===== src/rtl/tgl_irq_pkg.sv =====
package tgl_irq_pkg;

  localparam int unsigned REG_W = 32;

  // status / enable bit positions (decoded by software)
  localparam int unsigned B_TX_EMPTY = 2;
  localparam int unsigned B_TX_UNDER = 3;
  localparam int unsigned B_RX_FULL  = 4;
  localparam int unsigned B_RX_OVER  = 5;
  localparam int unsigned B_TX_HALF  = 6;
  localparam int unsigned B_RX_AVAIL = 8;

  localparam logic [REG_W-1:0] IMPL_MASK =
      (REG_W'(1) << B_TX_EMPTY) | (REG_W'(1) << B_TX_UNDER) |
      (REG_W'(1) << B_RX_FULL)  | (REG_W'(1) << B_RX_OVER)  |
      (REG_W'(1) << B_TX_HALF)  | (REG_W'(1) << B_RX_AVAIL);

  typedef enum logic [1:0] {
    SEL_STAT   = 2'd0,
    SEL_MASK   = 2'd1,
    SEL_GLOBAL = 2'd2,
    SEL_NONE   = 2'd3
  } reg_sel_e;

  typedef struct packed {
    logic tx_byte;
    logic rx_fill;
    logic rx_over;
    logic tx_under;
    logic tx_half;
  } evt_t;

endpackage


===== src/rtl/tgl_irq_status.sv =====
module tgl_irq_status
  import tgl_irq_pkg::*;
#(
  parameter int unsigned W = REG_W
) (
  input  logic         clk,
  input  logic         rst_n,
  input  evt_t         evt,
  input  logic         lvl_avail,
  input  logic         lvl_full,
  input  logic         acc,
  input  logic         tgl_we,
  input  logic [W-1:0] tgl_val,
  output logic [W-1:0] stat_q
);

  localparam logic [W-1:0] IMPL = W'(IMPL_MASK);

  logic [W-1:0] set_v;
  logic [W-1:0] tog_v;
  logic [W-1:0] stat_d;
  logic         stat_en;

  // set sources: event pulses plus levels captured on an access
  always_comb begin
    set_v             = '0;
    set_v[B_TX_EMPTY] = evt.tx_byte;
    set_v[B_RX_AVAIL] = evt.tx_byte | (acc & lvl_avail);
    set_v[B_RX_FULL]  = evt.rx_fill | (acc & lvl_full);
    set_v[B_RX_OVER]  = evt.rx_over;
    set_v[B_TX_UNDER] = evt.tx_under;
    set_v[B_TX_HALF]  = evt.tx_half;
  end

  // toggle first, then OR the set sources: a same-cycle event wins
  always_comb begin
    tog_v   = tgl_we ? (tgl_val & IMPL) : '0;
    stat_d  = ((stat_q ^ tog_v) | set_v) & IMPL;
    stat_en = tgl_we | (|set_v);
  end

  always_ff @(posedge clk or negedge rst_n) begin
    if (!rst_n) begin
      stat_q <= '0;
    end else if (stat_en) begin
      stat_q <= stat_d;
    end
  end

endmodule


===== src/rtl/tgl_irq_cfg.sv =====
module tgl_irq_cfg
  import tgl_irq_pkg::*;
#(
  parameter int unsigned W = REG_W
) (
  input  logic         clk,
  input  logic         rst_n,
  input  logic         en_we,
  input  logic         gie_we,
  input  logic [W-1:0] wdata,
  output logic [W-1:0] en_q,
  output logic         gie_q
);

  localparam logic [W-1:0] IMPL    = W'(IMPL_MASK);
  localparam int unsigned  GIE_POS = W - 1;

  logic [W-1:0] en_d;
  logic         gie_d;

  always_comb begin
    en_d  = wdata & IMPL;
    gie_d = wdata[GIE_POS];
  end

  always_ff @(posedge clk or negedge rst_n) begin
    if (!rst_n) begin
      en_q <= '0;
    end else if (en_we) begin
      en_q <= en_d;
    end
  end

  always_ff @(posedge clk or negedge rst_n) begin
    if (!rst_n) begin
      gie_q <= 1'b0;
    end else if (gie_we) begin
      gie_q <= gie_d;
    end
  end

endmodule


===== src/rtl/tgl_irq_line.sv =====
module tgl_irq_line #(
  parameter int unsigned W = 32
) (
  input  logic         clk,
  input  logic         rst_n,
  input  logic [W-1:0] stat_q,
  input  logic [W-1:0] en_q,
  input  logic         gie_q,
  output logic         irq_q
);

  logic lvl_d;
  logic chg;

  always_comb begin
    lvl_d = gie_q & (|(stat_q & en_q));
    chg   = lvl_d ^ irq_q;
  end

  // reload only on a change of the computed level
  always_ff @(posedge clk or negedge rst_n) begin
    if (!rst_n) begin
      irq_q <= 1'b0;
    end else if (chg) begin
      irq_q <= lvl_d;
    end
  end

endmodule


===== src/rtl/tgl_irq_unit.sv =====
module tgl_irq_unit
  import tgl_irq_pkg::*;
#(
  parameter int unsigned W = REG_W
) (
  input  logic         clk,
  input  logic         rst_n,
  input  logic         ev_tx_byte,
  input  logic         ev_rx_fill,
  input  logic         ev_overrun,
  input  logic         ev_underrun,
  input  logic         ev_half_empty,
  input  logic         lvl_rx_avail,
  input  logic         lvl_rx_full,
  input  logic [1:0]   reg_sel,
  input  logic         reg_rd,
  input  logic         reg_wr,
  input  logic [W-1:0] reg_wdata,
  output logic [W-1:0] reg_rdata,
  output logic         irq
);

  reg_sel_e     sel;
  evt_t         evt;
  logic         acc;
  logic         stat_we;
  logic         en_we;
  logic         gie_we;
  logic [W-1:0] stat_q;
  logic [W-1:0] en_q;
  logic         gie_q;

  always_comb begin
    sel          = reg_sel_e'(reg_sel);
    evt.tx_byte  = ev_tx_byte;
    evt.rx_fill  = ev_rx_fill;
    evt.rx_over  = ev_overrun;
    evt.tx_under = ev_underrun;
    evt.tx_half  = ev_half_empty;
    acc          = reg_rd | reg_wr;
    stat_we      = reg_wr & (sel == SEL_STAT);
    en_we        = reg_wr & (sel == SEL_MASK);
    gie_we       = reg_wr & (sel == SEL_GLOBAL);
  end

  always_comb begin
    unique case (sel)
      SEL_STAT:   reg_rdata = stat_q;
      SEL_MASK:   reg_rdata = en_q;
      SEL_GLOBAL: reg_rdata = {gie_q, {(W-1){1'b0}}};
      default:    reg_rdata = '0;
    endcase
  end

  tgl_irq_status #(.W(W)) u_status (
    .clk       (clk),
    .rst_n     (rst_n),
    .evt       (evt),
    .lvl_avail (lvl_rx_avail),
    .lvl_full  (lvl_rx_full),
    .acc       (acc),
    .tgl_we    (stat_we),
    .tgl_val   (reg_wdata),
    .stat_q    (stat_q)
  );

  tgl_irq_cfg #(.W(W)) u_cfg (
    .clk    (clk),
    .rst_n  (rst_n),
    .en_we  (en_we),
    .gie_we (gie_we),
    .wdata  (reg_wdata),
    .en_q   (en_q),
    .gie_q  (gie_q)
  );

  tgl_irq_line #(.W(W)) u_line (
    .clk    (clk),
    .rst_n  (rst_n),
    .stat_q (stat_q),
    .en_q   (en_q),
    .gie_q  (gie_q),
    .irq_q  (irq)
  );

endmodule


===== config.mk =====
export PLATFORM = sky130hd
export DESIGN_NAME = tgl_irq_unit
export DESIGN_NICKNAME = d
export VERILOG_FILES = /design/src/rtl/tgl_irq_pkg.sv /design/src/rtl/tgl_irq_status.sv /design/src/rtl/tgl_irq_cfg.sv /design/src/rtl/tgl_irq_line.sv /design/src/rtl/tgl_irq_unit.sv
export SDC_FILE = /design/constraint.sdc
export NUM_CORES = 1
export LEC_CHECK = 0
export BUFFER_PORTS_ARGS = -buffer_cell sky130_fd_sc_hd__buf_2
export CORE_UTILIZATION = 39
export CTS_CLUSTER_DIAMETER = 40
export DETAILED_ROUTE_END_ITERATION = 8
export HOLD_SLACK_MARGIN = 0.05
export PLACE_DENSITY = 0.89
export SLEW_MARGIN = 20
export SYNTH_ARGS = -nofsm -noshare
export SYNTH_HDL_FRONTEND = slang
export SYNTH_SLANG_ARGS = --single-unit

===== constraint.sdc =====
create_clock -name clk -period 1.2 [get_ports clk]
set_clock_uncertainty 0.2 [all_clocks]
set_input_delay 0.24 -clock clk [delete_from_list [all_inputs] [get_ports clk]]
set_output_delay 0.24 -clock clk [all_outputs]
set_load 0.01 [all_outputs]

# Yosys cells after proc, flatten, opt, wreduce, memory -nomap -nowiden
# Cells that the tools add are included.
# classes
n_eq_ne	2
mux	2
n_bitwise	14
reduce_logical	3
# ops
cell	n
one-hot mux 32 bit (3 select lines)	1
OR reduction 32 bit	1
AND 9 bit	1
two-way mux 9 bit	1
OR 9 bit	1
XOR 9 bit	1
AND 1 bit	6
OR reduction 6 bit	1
OR 1 bit	4
== test 2 x 1 -> 1 bit, second input constant	1
== test 2 bit, second input constant	1
logical NOT 2 bit	1
XOR 1 bit	1
# word_totals
regBits	14
in_bits	45
output_inout_bits	33
elab_cells	25

# Depth between registers and ports, before layout
# Gate-level depths: netlist of run 1.
# depth
depth_word	5
mapped_depth	4
ltp_nobuf	3

# By module
# Synthesis of run 1 repeated with hierarchy kept, for this count alone.
# hier_totals
hier_cells	195
hier_area_um2	1737.9
# modules_own_cells
module	n_inst	cells_each	area_per_inst_um2	seq_area_each_um2
tgl_irq_unit	1	77	569.3	0.0
tgl_irq_status	1	54	495.5	150.1
tgl_irq_cfg	1	42	486.7	175.2
tgl_irq_line	1	22	186.4	25.0

# Worst setup path after synthesis of run 1
# No wires, ideal clock.
# synth_timing
path_kind	input to register
startpoint	input port reg_sel[1]
endpoint	register u_status.stat_q[8]
setup_ns	0.127
arrival_ns	0.841
t_required_ns	0.873
setup_slack_ns	0.032
cell_stages	4
n_path_buf	1
cell_sequence	buf_4 and4bb_2 xnor2_1 nand3b_1
# synth_between
elab_chain_cells	5
word_cells_on_any_way	6
classes_between	1 x mux; 4 x bitwise; 1 x reduce/logical
# synth_lines
item	line_no	rtl
from (decl)	tgl_irq_unit.sv:15	input logic [1:0] reg_sel,
logical NOT 2 bit *	tgl_irq_unit.sv:41	stat_we = reg_wr & (sel == SEL_STAT);
AND 1 bit *	tgl_irq_unit.sv:41	
two-way mux 9 bit	tgl_irq_status.sv:37	tog_v = tgl_we ? (tgl_val & IMPL) : '0;
XOR 9 bit	tgl_irq_status.sv:38	stat_d = ((stat_q ^ tog_v) | set_v) & IMPL;
OR 9 bit	tgl_irq_status.sv:38	
to (signal assigned)	tgl_irq_status.sv:46	stat_q <= stat_d;
to (decl)	tgl_irq_status.sv:14	output logic [W-1:0] stat_q
# Every way passes the cells marked *; elsewhere a longest branch is shown, timed or not.
# A chain may end at the register's enable or synchronous reset.

# Worst setup path in the final report of run 1
# layout_timing
startpoint	register u_status.stat_q[8]
endpoint	output port reg_rdata[8]
# layout_between
elab_chain_cells	1
# layout_lines
item	line_no	rtl
one-hot mux 32 bit (3 select lines)	tgl_irq_unit.sv:47	unique case (sel)
to (decl)	tgl_irq_unit.sv:19	output logic [W-1:0] reg_rdata,
# Every way passes these cells.

==> results of run 1 <==
## metrics by stage
step	setup slack (ps)	cells	hold WS [ps]	power, mW
finish	-283	172	146	1.33
global route	-364	172	157	1.42
CTS	-266	174	105	1.32
detailed placement	-232	144	-50.6	0.870
global placement	-179	144	-55.8	0.855
floorplan	32.1	114	-256	0.824
## path summary, 6_finish.rpt
path,depth (start not counted),start,slack (ps),end
setup / recovery,3,u_status.stat_q[8],-280,reg_rdata[8]
hold / removal,3,lvl_rx_avail,150,u_status.stat_q[8]
setup reg to reg,3,u_status.stat_q[5],50,u_line.irq_q
hold reg to reg,2,u_cfg.gie_q,330,u_line.irq_q
max in group asynchronous,2,rst_n,390,u_status.stat_q[4]
min in group asynchronous,2,rst_n,180,u_status.stat_q[6]
## cell usage after synthesis
cell | n | area [sq um]
buf_2 | 1 | 5.00
inv_1 | 1 | 3.75
dfrtp_1 | 14 | 350
and4bb_1 | 1 | 12.5
a31oi_1 | 1 | 6.26
nand3b_4 | 1 | 20.0
nor3b_1 | 1 | 7.51
o21ai_0 | 2 | 10.0
nor2_1 | 6 | 22.5
xnor2_1 | 6 | 52.6
and4bb_2 | 5 | 62.6
conb_1 | 1 | 3.75
nand2b_1 | 4 | 25.0
a22oi_1 | 3 | 22.5
mux2_2 | 7 | 78.8
buf_6 | 1 | 11.3
mux2i_1 | 6 | 60.1
nand3b_1 | 3 | 22.5
buf_4 | 26 | 195
## cells by family after synthesis
group | count (synthesis)
flip-flops | 14
buffers and inverters | 29
AO/OA/AOI/OAI | 6
XOR/XNOR | 6
other | 1
multiplexers | 13
AND/OR/NAND/NOR | 21
## registers in the layout (all words and copies together), names as in the netlist
name / flops
u_line.irq_q: 1
u_cfg.gie_q: 1
u_cfg.en_q: 6
u_status.stat_q: 6
## final cells by class
type,count,share of cell area
multi-input cells,71,0.392
repair buffers,54,0.292
flip-flops and latches,14,0.260
clock buffers,4,0.0270
well taps,28,0.0260
inverters,1,0.00279
## routing by layer
layer	GRT usage	vias to the layer above	routed length (um)
met3	0.0380	5	113
met4	0.0270	0	23
met1	0.193	368	840
met5	0	-	0
met2	0.323	40	1100
li1	-	365	-
## worst max-delay path: stages (launching register included)
cell,delay (ps)
dfrtp_1,400
mux2i_1,160
nor2_1,70
buf_2,140
## power by group through the flow
stage	sequential [mW]	combinational [mW]	clock [mW]
6_report	0.564	0.426	0.342
3_5_place_dp	0.578	0.293	0
4_1_cts	0.560	0.414	0.342
2_1_floorplan	0.572	0.252	0
3_3_place_gp	0.573	0.282	0
5_1_grt	0.571	0.467	0.382
## cell usage in the layout (no fill, tap or decap), types with 3 or more instances in the layout
master,synthesis,layout
a22oi_2,0,3
and4bb_2,5,5
buf_2,1,26
buf_4,26,8
buf_6,1,4
clkbuf_4,0,4
conb_1,1,25
dfrtp_1,14,14
dlygate4sd3_1,0,15
mux2_2,7,6
mux2i_1,6,6
nand2b_1,4,4
nand3b_1,3,3
nor2_1,6,6
xnor2_1,6,5
## timing repair
action	CTS	global route
pin swaps	1	6
hold buffers	15	0
endpoints found under the setup margin	8	13
endpoints found under the hold margin	27	0
setup buffers	11	2
resized for setup	4	10
==> flow_summary.toml, run 1 <==
[status]
outcome = "finished, violations left"
violations = "negative setup slack"

[sta]
final.setup.tns_ps = -1800
setup_ws_ps = -283
post-route-period-util = 1.24
clock.fmax_mhz = 674
finalHoldViolations = 0
finalSetupViolCount = 8
drv_slew = 0
final.min_clock_period_ps = 1480
rsz0062_at_grt = "true"

[power]
combPwrFrac = 0.320
switching_share = 0.289
switchingPower_mw = 0.385
p_int_mw = 0.948
p_seq_frac = 0.423
power_leakage_nw = 0.661
powerDensity_nw_per_um2 = 990
ir_worst_vdd_v = 0.000780
clockPowerShare = 0.257

[synthesis]
yosysWarnings = 0
ys_ff_latch = 14
avgSynthCellArea_sq_um = 10.8
yosysSeqAreaShare = 0.360
synth_top_family_by_area = "buffers and inverters"
ys_types = 19
synthMuxAreaShare = 0.143
synth_adder_area_share = 0
synthCells = 90
synth_compound_area_frac = 0.0399
syn_area_sq_um = 972
synthSimpleGateAreaFrac = 0.178
synth_xor_area_frac = 0.0541

[final_layout]
finalInstanceArea_sq_um = 1350
drive_gt1_frac = 0.431
synthToLayoutAreaGrowth_pct = 38.5
antennaDiodeCount = 0
multi_input_area_sq_um = 528
fillers = 204
final_nets = 190
postLayoutCoreUtil = 0.592
regArea_sq_um = 350

[routing]
wire_per_inst_um = 12.1
wl_mm = 2.08
dr.pass1.iters = 4
drt_iter0_drc = 5
vias = 778
routed_via_density = 4.52
drtAntennaViolNets = 0
route.detailed.drc = 0

[placed_design]
dpl_cell_area_sq_um = 1040
hpwl_mm = 1.32
routabilityCongestion = 0.731
portBuffers = 27

[cts]
numClockSinks = 14
cts_max_path_buffers = 2
clkLatencyLatePin_ps = 280
root_buffer = "clkbuf_4"
cts_inserted_buffers = 3
clk_pin_slew_ps = 90
cts_tree = "yes"
cts_htree_levels = 1

[die]
start_util = 0.427
dieWidth_um = 51.9
die_h_um = 51.9
dieArea_sq_um = 2700
ios = 78
row_count = 17
coreArea_sq_um = 2280

[worst_setup_path]
startpoint_type = "register"
path_max_fanout = 2
cp-end-kind = "output port"
cp_data_required_time_ps = 760
critPathKind = "register to output port"
cp.arrival_ps = 1040

[hold_path]
hold_path.class = "primary input to register"

[run]
maxCapViolCount = 0

[global_routing]
grt_pass1_vias = 804
grt.total_usage = 0.170
antenna_found_initial = 0
grt_max_degree = 16
grt_pass1_wl_mm = 3.35
gr-total-overflow = 0
Power figures use the tool's default switching activity.
==> run 2: changes to the inputs <==
Settings changed: PLACE_DENSITY 0.89 to 0.77.
==> flow_summary.toml, run 2 (same netlist as run 1, synthesis figures left out) <==
[cts]
cts_inserted_buffers = 3
cts_max_path_buffers = 2
cts_tree = "yes"
root_buffer = "clkbuf_4"
numClockSinks = 14
cts_htree_levels = 1
clkLatencyLatePin_ps = 280
clk_pin_slew_ps = 80

[worst_setup_path]
cp.arrival_ps = 1020
crit_chain = "mux2i_1 > nor2_1 > buf_2"
critPathBufInv = 1
critPathTopFamily = "flip-flops"
path_max_fanout = 2
startpoint_type = "register"
critPathMaxStageDelay_ps = 390
critPathKind = "register to output port"
cp-end-kind = "output port"
cp_data_required_time_ps = 760
crit_slowest_cell = "dfrtp_1"

[sta]
finalHoldViolations = 0
rsz0062_at_grt = "true"
final.setup.tns_ps = -1670
holdWs_ps = 92.2
drv_slew = 0
clock.fmax_mhz = 685
post-route-period-util = 1.22
final.min_clock_period_ps = 1460
finalSetupViolCount = 8
setup_ws_ps = -260

[placed_design]
portBuffers = 27
pre_cts_slack_ps = -231
hpwl_mm = 1.25
dp_cells = 144
dpl_cell_area_sq_um = 1040
routabilityCongestion = 0.711

[final_layout]
top_regs = "u_cfg.en_q (6), u_status.stat_q (6)"
layout_common_cells = "buf_2 (27), conb_1 (25), dlygate4sd3_1 (15)"
final_nets = 190
synthToLayoutAreaGrowth_pct = 33.6
finalInstanceArea_sq_um = 1300
layoutNonFillerInstCount = 171
drive_gt1_frac = 0.413
multi_input_area_sq_um = 512
postLayoutCoreUtil = 0.571
regArea_sq_um = 350
fillers = 215
final_common_cell = "buf_2"
antennaDiodeCount = 0

[global_routing]
grt.total_usage = 0.161
gr-total-overflow = 0
grt_max_degree = 16
grt_pass1_wl_mm = 3.11
grt_pass1_vias = 729
antenna_found_initial = 0

[power]
clockPowerShare = 0.218
power_leakage_nw = 0.634
powerDensity_nw_per_um2 = 945
power_mw = 1.23
switching_share = 0.296
p_seq_frac = 0.457
p_int_mw = 0.864
switchingPower_mw = 0.364
combPwrFrac = 0.326
ir_worst_vdd_v = 0.000730

[status]
violations = "negative setup slack"
outcome = "finished, violations left"

[die]
die_h_um = 51.9
start_util = 0.427
dieArea_sq_um = 2700
row_count = 17
coreArea_sq_um = 2280
ios = 78
dieWidth_um = 51.9

[routing]
route.detailed.drc = 0
dr.pass1.iters = 2
wl_mm = 1.93
vias = 750
drtAntennaViolNets = 0
wire_per_inst_um = 11.3
drt_iter0_drc = 8
routed_via_density = 4.39

[run]
maxCapViolCount = 0

[hold_path]
hold_path.class = "primary input to register"
==> run 2: worst paths after layout <==
check,start,to,slack (ps),depth (start not counted)
min reg2reg,u_cfg.gie_q,u_line.irq_q,330,2
max,u_cfg.en_q[4],reg_rdata[4],-260,3
min,lvl_rx_avail,u_status.stat_q[8],90,3
max reg2reg,u_status.stat_q[5],u_line.irq_q,70,3
min in group asynchronous,rst_n,u_status.stat_q[5],210,2
max in group asynchronous,rst_n,u_cfg.gie_q,340,2
==> run 2: power groups by stage <==
stage               registers (mW)  logic, mW  clock network, mW
floorplan                    0.572      0.252                  0
global placement             0.574      0.283                  0
detailed placement           0.579      0.288                  0
CTS                          0.559      0.389              0.273
global route                 0.569      0.441              0.292
finish                       0.561      0.400              0.267
==> run 2: cell type report <==
| class | count | share of cell area |
|---|---|---|
| Multi-Input combinational cell | 71 | 0.394 |
| Timing Repair Buffer | 54 | 0.289 |
| Sequential cell | 14 | 0.270 |
| Tap cell | 28 | 0.0270 |
| Clock buffer | 3 | 0.0173 |
| Inverter | 1 | 0.00289 |
==> run 2: routing by layer <==
| metal | vias up | GRT usage | wire [um] |
|---|---|---|---|
| met5 | - | 0 | 0 |
| met4 | 0 | 0.0405 | 11 |
| met3 | 2 | 0.0526 | 135 |
| met2 | 41 | 0.280 | 928 |
| met1 | 344 | 0.189 | 855 |
| li1 | 363 | - | - |
==> run 2: tightest hold or removal path: stages <==
cell and delay [ps]:
buf_2 70, o21ai_0 120, nand3b_1 110
==> run 2: repair_timing <==
action,4_1_cts,5_1_grt
pin swaps,1,5
gates resized for setup,1,3
hold endpoints to repair,27,0
setup buffers,9,1
setup endpoints to repair,8,9
hold buffers,15,0
==> run 3: changes to the inputs <==
Settings changed: CORE_UTILIZATION 39 to 48, PLACE_DENSITY 0.77 to 0.78, SYNTH_HIERARCHICAL set to 1.
==> flow_summary.toml, run 3 <==
[synthesis]
synth_largest_area_cell = "buf_4"
synth_compound_area_frac = 0.136
synthSimpleGateAreaFrac = 0.127
syn_area_sq_um = 1740
avgSynthCellArea_sq_um = 8.91
ys_types = 25
synth_most_common_cell = "buf_4"
yosysTopAreaCellShare = 0.225
ys_ff_latch = 14
synthArstFlopShare = 1.00
synthTopCellsByArea = "buf_4 (22%), dfrtp_1 (20%), mux2i_1 (18%)"
synth_xor_area_frac = 0
synth_top_family_by_area = "buffers and inverters"
synthCells = 195
yosysSeqAreaShare = 0.202
synthFlopType = "dfrtp_1"
synthMuxAreaShare = 0.243
yosysWarnings = 6
synth_commonest_cells = "buf_4 (52), mux2i_1 (32), nor2_1 (31)"
synth_adder_area_share = 0
synth-edff-count = 0

[power]
switching_share = 0.331
combPwrFrac = 0.477
powerDensity_nw_per_um2 = 786
p_seq_frac = 0.321
power_leakage_nw = 1.14
ir_worst_vdd_v = 0.000390
switchingPower_mw = 0.587
p_int_mw = 1.19
clockPowerShare = 0.201

[routing]
wire_per_inst_um = 12.8
dr.pass1.iters = 4
drt_iter0_drc = 56
vias = 1445
route.detailed.drc = 0
wl_mm = 4.05
drtAntennaViolNets = 0
routed_via_density = 4.57

[die]
coreArea_sq_um = 3390
row_count = 21
ios = 78
dieWidth_um = 62.2
die_h_um = 62.2
start_util = 0.513
dieArea_sq_um = 3870

[placed_design]
routabilityCongestion = 0.744
hpwl_mm = 2.74
portBuffers = 27
dp_cells = 283

[sta]
clock.fmax_mhz = 614
finalSetupViolCount = 12
setup_ws_ps = -429
final.min_clock_period_ps = 1630
final.setup.tns_ps = -3070
finalHoldViolations = 0
rsz0062_at_grt = "true"
drv_slew = 0
post-route-period-util = 1.36

[final_layout]
top_regs = "u_cfg/en_q (6), u_status/stat_q (6)"
antennaDiodeCount = 0
drive_gt1_frac = 0.374
synthToLayoutAreaGrowth_pct = 29.8
layout_common_cells = "conb_1 (52), mux2i_1 (31), nor2_1 (31)"
layoutNonFillerInstCount = 316
final_nets = 316
final_common_cell = "conb_1"

[hold_path]
min_from = "reg_rd"
hold_path.class = "primary input to register"

[cts]
root_buffer = "clkbuf_4"
clk_pin_slew_ps = 90
cts_inserted_buffers = 3
clkLatencyLatePin_ps = 290
cts_max_path_buffers = 2
cts_tree = "yes"
cts_htree_levels = 1
numClockSinks = 14

[global_routing]
antenna_found_initial = 0
use_met3 = 0.0478
grt_pass1_wl_mm = 6.66
met2_usage = 0.407
grt_busiest_layer = "met2"
grt_pass1_vias = 1537
grt_max_degree = 21
grt_util_met1 = 0.246
gr-total-overflow = 0
grt.total_usage = 0.219

[worst_setup_path]
cp.arrival_ps = 1190
r2r_setup_slack_ps = -320
startpoint = "u_cfg/en_q[4]"
critPathMaxStageDelay_ps = 420
rr_startpoint = "u_cfg/en_q[4]"
cp_data_required_time_ps = 760
crit_chain = "buf_6 > mux2i_2 > nor2_1 > buf_2"
startpoint_type = "register"
crit_slowest_cell = "dfrtp_1"
critPathKind = "register to output port"
cp-end-kind = "output port"
path_max_fanout = 2

[status]
outcome = "finished, violations left"
violations = "negative setup slack"

[run]
maxCapViolCount = 0
[run 3: cell families (layout without fill, tap and decap cells)]
kind of cell / Yosys count / in the layout
compound gates: 32 / 32
buf+inv: 62 / 87
flops: 14 / 14
mux: 39 / 39
other cells: 2 / 52
simple gates: 46 / 46
[run 3: final cells by class]
| cell class | count | area, sq um |
|---|---|---|
| well taps | 46 | 57.6 |
| flip-flops and latches | 14 | 350 |
| clock buffers | 4 | 36.3 |
| repair buffers | 83 | 663 |
| multi-input cells | 169 | 1150 |
| fillers | 259 | 1130 |
[run 3: worst paths after layout]
kind | endpoint | cells after the start
min reg2reg | u_line/irq_q | 2
min in group asynchronous | u_line/irq_q | 2
max reg2reg | u_line/irq_q | 4
max in group asynchronous | u_status/stat_q[2] | 2
max | reg_rdata[4] | 4
min | u_status/stat_q[8] | 4
[run 3: metal layers]
metal  part of all wire  vias up
met1               0.45      670
li1                   -      730
met5                  0        -
met3              0.047        4
met4              0.011        0
met2               0.50       41
[run 3: through the flow]
stage	worst slack (ps)	hold WS (ps)	total power, mW	util	instance area, sq um
after floorplan	-206	-256	1.11	-	1970
after global routing	-471	83.3	1.87	0.666	2260
after detailed placement	-248	-46.8	1.17	0.546	1850
final	-429	78.3	1.77	0.666	2260
after CTS	-396	18.8	1.66	0.639	2170
after global placement	-242	-50.4	1.16	0.546	1850
[run 3: power by group through the flow]
| stage | Combinational (mW) | Clock (mW) | Sequential (mW) |
|---|---|---|---|
| global placement | 0.594 | 0 | 0.567 |
| global route | 0.913 | 0.384 | 0.576 |
| CTS | 0.746 | 0.350 | 0.565 |
| floorplan | 0.542 | 0 | 0.573 |
| detailed placement | 0.604 | 0 | 0.570 |
| finish | 0.846 | 0.357 | 0.570 |
[run 3: worst max-delay path, delay by kind of cell (launching register included)]
| family | cells | cell delay [ps] |
|---|---|---|
| simple gates | 1 | 50 |
| buf+inv | 2 | 270 |
| mux | 1 | 160 |
| flops | 1 | 420 |
[run 3: repair_timing]
item	in CTS	in global routing
setup buffers	12	3
resized for setup	15	14
setup endpoints to repair	9	17
hold buffers	13	2
endpoints found under the hold margin	27	2
pin swaps	8	7
